File: src/rtl/rg_pkg.sv
package rg_pkg;

    localparam int unsigned RG_PHASE_W_DEF = 32;

    typedef struct packed {
        logic wave;
        logic tick;
    } rg_out_t;

    function automatic rg_out_t rg_split(input logic msb, input logic carry);
        rg_out_t o;
        o.wave = msb;
        o.tick = carry;
        return o;
    endfunction

endpackage

File: src/rtl/rg_tune_shadow.sv
module rg_tune_shadow #(
    parameter int unsigned W = 32
) (
    input  logic         clk,
    input  logic         rst,
    input  logic         load,
    input  logic [W-1:0] word_in,
    output logic [W-1:0] word_q
);
    always_ff @(posedge clk) begin
        if (rst) begin
            word_q <= '0;
        end else if (load) begin
            word_q <= word_in;
        end
    end
endmodule

File: src/rtl/rg_phase_accum.sv
module rg_phase_accum #(
    parameter int unsigned W = 32
) (
    input  logic         clk,
    input  logic         rst,
    input  logic [W-1:0] tune,
    output logic [W-1:0] phase_q,
    output logic [W:0]   sum
);
    always_comb begin
        sum = {1'b0, phase_q} + {1'b0, tune};
    end

    always_ff @(posedge clk) begin
        if (rst) begin
            phase_q <= '0;
        end else begin
            phase_q <= sum[W-1:0];
        end
    end
endmodule

File: src/rtl/rg_out_retime.sv
module rg_out_retime
    import rg_pkg::*;
#(
    parameter int unsigned W = 32
) (
    input  logic       clk,
    input  logic       rst,
    input  logic [W:0] sum,
    output rg_out_t    out_q
);
    always_ff @(posedge clk) begin
        if (rst) begin
            out_q <= '0;
        end else begin
            out_q <= rg_split(sum[W-1], sum[W]);
        end
    end
endmodule

File: src/rtl/rate_gen.sv
module rate_gen
    import rg_pkg::*;
#(
    parameter int unsigned PHASE_W = RG_PHASE_W_DEF
) (
    input  logic               clk,
    input  logic               rst,
    input  logic [PHASE_W-1:0] tune_word,
    input  logic               tune_load,
    output logic               wave_out,
    output logic               rate_tick
);
    logic [PHASE_W-1:0] tune_q;
    logic [PHASE_W-1:0] phase_q;
    logic [PHASE_W:0]   sum;
    rg_out_t            out_q;

    rg_tune_shadow #(.W(PHASE_W)) u_shadow (
        .clk     (clk),
        .rst     (rst),
        .load    (tune_load),
        .word_in (tune_word),
        .word_q  (tune_q)
    );

    rg_phase_accum #(.W(PHASE_W)) u_accum (
        .clk     (clk),
        .rst     (rst),
        .tune    (tune_q),
        .phase_q (phase_q),
        .sum     (sum)
    );

    rg_out_retime #(.W(PHASE_W)) u_retime (
        .clk   (clk),
        .rst   (rst),
        .sum   (sum),
        .out_q (out_q)
    );

    assign wave_out  = out_q.wave;
    assign rate_tick = out_q.tick;
endmodule

File: config.mk
export PLATFORM = sky130hd
export DESIGN_NAME = rate_gen
export DESIGN_NICKNAME = d
export VERILOG_FILES = /design/src/rtl/rg_pkg.sv /design/src/rtl/rg_tune_shadow.sv /design/src/rtl/rg_phase_accum.sv /design/src/rtl/rg_out_retime.sv /design/src/rtl/rate_gen.sv
export SDC_FILE = /design/constraint.sdc
export NUM_CORES = 1
export LEC_CHECK = 0
export ABC_CLOCK_PERIOD_IN_PS = 2300
export BUFFER_PORTS_ARGS = -buffer_cell sky130_fd_sc_hd__buf_2
export CORE_ASPECT_RATIO = 1.1
export CORE_MARGIN = 4
export CORE_UTILIZATION = 40
export DETAILED_ROUTE_END_ITERATION = 10
export SLEW_MARGIN = 20
export SYNTH_ARGS = -nofsm -noshare
export SYNTH_HDL_FRONTEND = slang
export SYNTH_SLANG_ARGS = --single-unit
File: constraint.sdc
create_clock -name clk -period 2.3 [get_ports clk]
set_clock_uncertainty 0.05 [all_clocks]
set_input_delay 0.23 -clock clk [delete_from_list [all_inputs] [get_ports clk]]
set_output_delay 0.23 -clock clk [all_outputs]
set_load 0.02 [all_outputs]
==> metrics.yaml <==
area_growth_pct: 26.62
antenna_found_initial: 0
n_fill_cell: 862
diodes: 0
yosys_warnings: 0
yosys.area.top_type_share: 0.3466
wl_met3_microns: 263
ys.flop_type: "dfxtp_1"
setup_viol: 3
vias: 3195
cp-startpoint: "u_shadow.word_q[0]$_SDFFE_PP0P_"
hpwl_microns: 6368
rr_startpoint: "u_shadow.word_q[0]$_SDFFE_PP0P_"
swShare: 0.2928
cap_violations: 0
avgViaCountPerCell: 5.178
layout-drive-gt1-share: 0.2903
fin_crit_sh: 1.032
cts-root-buf: "clkbuf_8"
power.switching_uw: 887.6
ant_nets: 0
fp.dieW_microns: 100.4
end_kind: "register"
grt-ovfl-total: 0
slew_viol_final: 0
seqPwrFrac: 0.424
ios: 37
violations: "negative setup slack"
htree_num_levels: 3
numCtsBuffers: 9
leakage_uw: 0.002220
start_util: 0.4168
clkPwrFrac: 0.315
wl_microns: 8701
reg2reg_depth: 9
yosysSeqAreaShare: 0.3466
fin_nets: 566
hold_viol: 0
grt_use_total: 0.1621
relSlewSlack: 0.5550
path_max_fanout: 4
r2r_setup_slack_ns: -0.07
ys_ff_latch: 65
synthCells: 424
die-area_sq_um: 11000
fp.coreArea_sq_um: 9009
cp-endpoint: "u_accum.phase_q[28]$_SDFF_PP0_"
worst_pin_slew_ns: 0.6675
fin_ws_ns: -0.07437
fmax_ghz: 0.4212
synth_area_leaders: "dfxtp_1 35%, ha_1 11%, mux2i_1 8.5%"
yosys-top-cells-count: "75 x nor2_1, 65 x dfxtp_1, 39 x a21oi_1, 32 x ha_1, 32 x mux2i_1"
rsz0062_at_grt: "true"
drc: 0
grt_pass1_wl_microns: 14440
reg2reg_to: "u_accum.phase_q[28]$_SDFF_PP0_"
min_period_ns: 2.374
holdCritPathClass: "in -> reg"
synth.cell_area_sq_um: 3755
required_ns: 2.48
syn_avg_cell_area_sq_um: 8.856
grt_pass1_vias: 3219
powerDensity_nw_per_um2: 637.6
first_pass_iters: 4
cts_tree: "yes"
wl_met1_microns: 4213
synth_edf_count: 0
critPathKind: "reg -> reg"
yosys.cell_count.top_type: "nor2_1"
row_count: 36
drt-initial-drc-count: 90
top_layer_used: "met4"
route.met2.wl_microns: 4075
clk-insertion-delay-late_ns: 0.34
synth_top_area_cell: "dfxtp_1"
clockBufferDepth: 2
async_flop_share: 0
place.gp.congestion: 0.8655
combPwrFrac: 0.262
worstPathArrival_ns: 2.56
ir_drop_uv: 323.4
outcome: "complete, but fails checks"
postLayoutCoreUtil: 0.5278
intPower_uw: 2144
p_total_uw: 3032
port_buffers: 36
clk_pin_slew_worst_paths_ns: 0.07
die_y_microns: 109.6
post_drt_wl_per_cell_microns: 14.10
start_kind: "register"
grt_max_degree: 38
yosysUniqueCellTypes: 51
syn_nets: 492
cts_sinks: 65
## power by group through the flow
stage / Sequential (uW) / Combinational, uW / Clock [uW]
finish: 1280 / 794 / 954
global route: 1290 / 884 / 1030
CTS: 1280 / 749 / 980
detailed placement: 1300 / 730 / 0
global placement: 1300 / 723 / 0
floorplan: 1290 / 494 / 0
## cell usage in the layout (no fill, tap or decap), drive strengths merged, types with 3 or more instances in the layout
cell,instances
buf,83
nor2,76
dfxtp,65
a21oi,41
mux2i,32
ha,32
nand2,23
o21ai,18
a21o,14
nor2b,13
xnor2,13
clkbuf,13
nand4,9
mux2,9
o21bai,8
xor2,8
inv,6
o31ai,4
nand2b,3
a31oi,3
## sequential cells by signal (all words and copies together), names as in the netlist
register         cells
u_accum.phase_q     31
u_retime.out_q       2
u_shadow.word_q     32
## final cells by class
type / instances / area (sq um) / share of cell area
Multi-Input combinational cell: 333 / 2557 / 0.5379
Sequential cell: 65 / 1310 / 0.2755
Timing Repair Buffer: 83 / 533.0 / 0.1121
Clock buffer: 13 / 148.9 / 0.03132
Tap cell: 114 / 142.6 / 0.03000
Clock inverter: 3 / 40.04 / 0.008421
Inverter: 6 / 22.52 / 0.004737
## layer usage
layer | track usage | vias to the layer above
met5 | 0 | -
met4 | 0.06449 | 0
met3 | 0.03363 | 12
met2 | 0.2623 | 44
met1 | 0.2112 | 1493
li1 | - | 1646
## worst max-delay path: stages (launching register included)
cell and delay [ns]:
dfxtp_2 0.35, ha_4 0.14, fa_2 0.21, a21o_1 0.14, nand4_1 0.15, a21oi_2 0.27, nor2_2 0.10, o31ai_4 0.37
a21o_1 0.19, mux2_4 0.30
## logic make-up (layout without fill, tap and decap cells)
| logic type | after synthesis | after routing | synth area share |
|---|---|---|---|
| and+or+nand+nor | 137 | 137 | 0.1640 |
| AOI/OAI and AO/OA | 101 | 101 | 0.1899 |
| DFF | 65 | 65 | 0.3466 |
| muxes | 41 | 41 | 0.1123 |
| adders and majority gates | 33 | 33 | 0.1120 |
| buffers and inverters | 26 | 105 | 0.02632 |
| xor gates and xnor gates | 21 | 21 | 0.04898 |
## per-stage QoR
stage | TNS, ns | cells | hold WS, ns | cell area (sq um) | setup WS [ns]
2_1_floorplan | 0 | 424 | 0.3272 | 3755 | 0.007688
3_3_place_gp | -0.1297 | 596 | 0.4132 | 4317 | -0.04946
3_5_place_dp | -0.3614 | 596 | 0.4214 | 4317 | -0.1145
4_1_cts | -0.08078 | 613 | 0.05711 | 4569 | -0.03090
5_1_grt | -0.7025 | 617 | 0.07685 | 4755 | -0.1396
6_report | -0.1088 | 617 | 0.06823 | 4755 | -0.07437
## worst min-delay path by stage
stage | startpoint | end | cells past startpoint
floorplan | tune_word[23] | u_shadow.word_q[23]$_SDFFE_PP0P_ | 2
finish | tune_word[21] | u_shadow.word_q[21]$_SDFFE_PP0P_ | 3
detailed placement | tune_word[31] | u_shadow.word_q[31]$_SDFFE_PP0P_ | 3
CTS | tune_word[5] | u_shadow.word_q[5]$_SDFFE_PP0P_ | 3
global placement | tune_word[6] | u_shadow.word_q[6]$_SDFFE_PP0P_ | 3
global route | tune_word[21] | u_shadow.word_q[21]$_SDFFE_PP0P_ | 3
## repair_timing
action                                  in CTS  in global routing
pin swaps                                   16                 15
hold buffers                                 0                  0
buffers inserted                             1                  4
endpoints found under the setup margin      10                 12
resized for setup                           10                 31
Power figures use the tool's default switching activity.
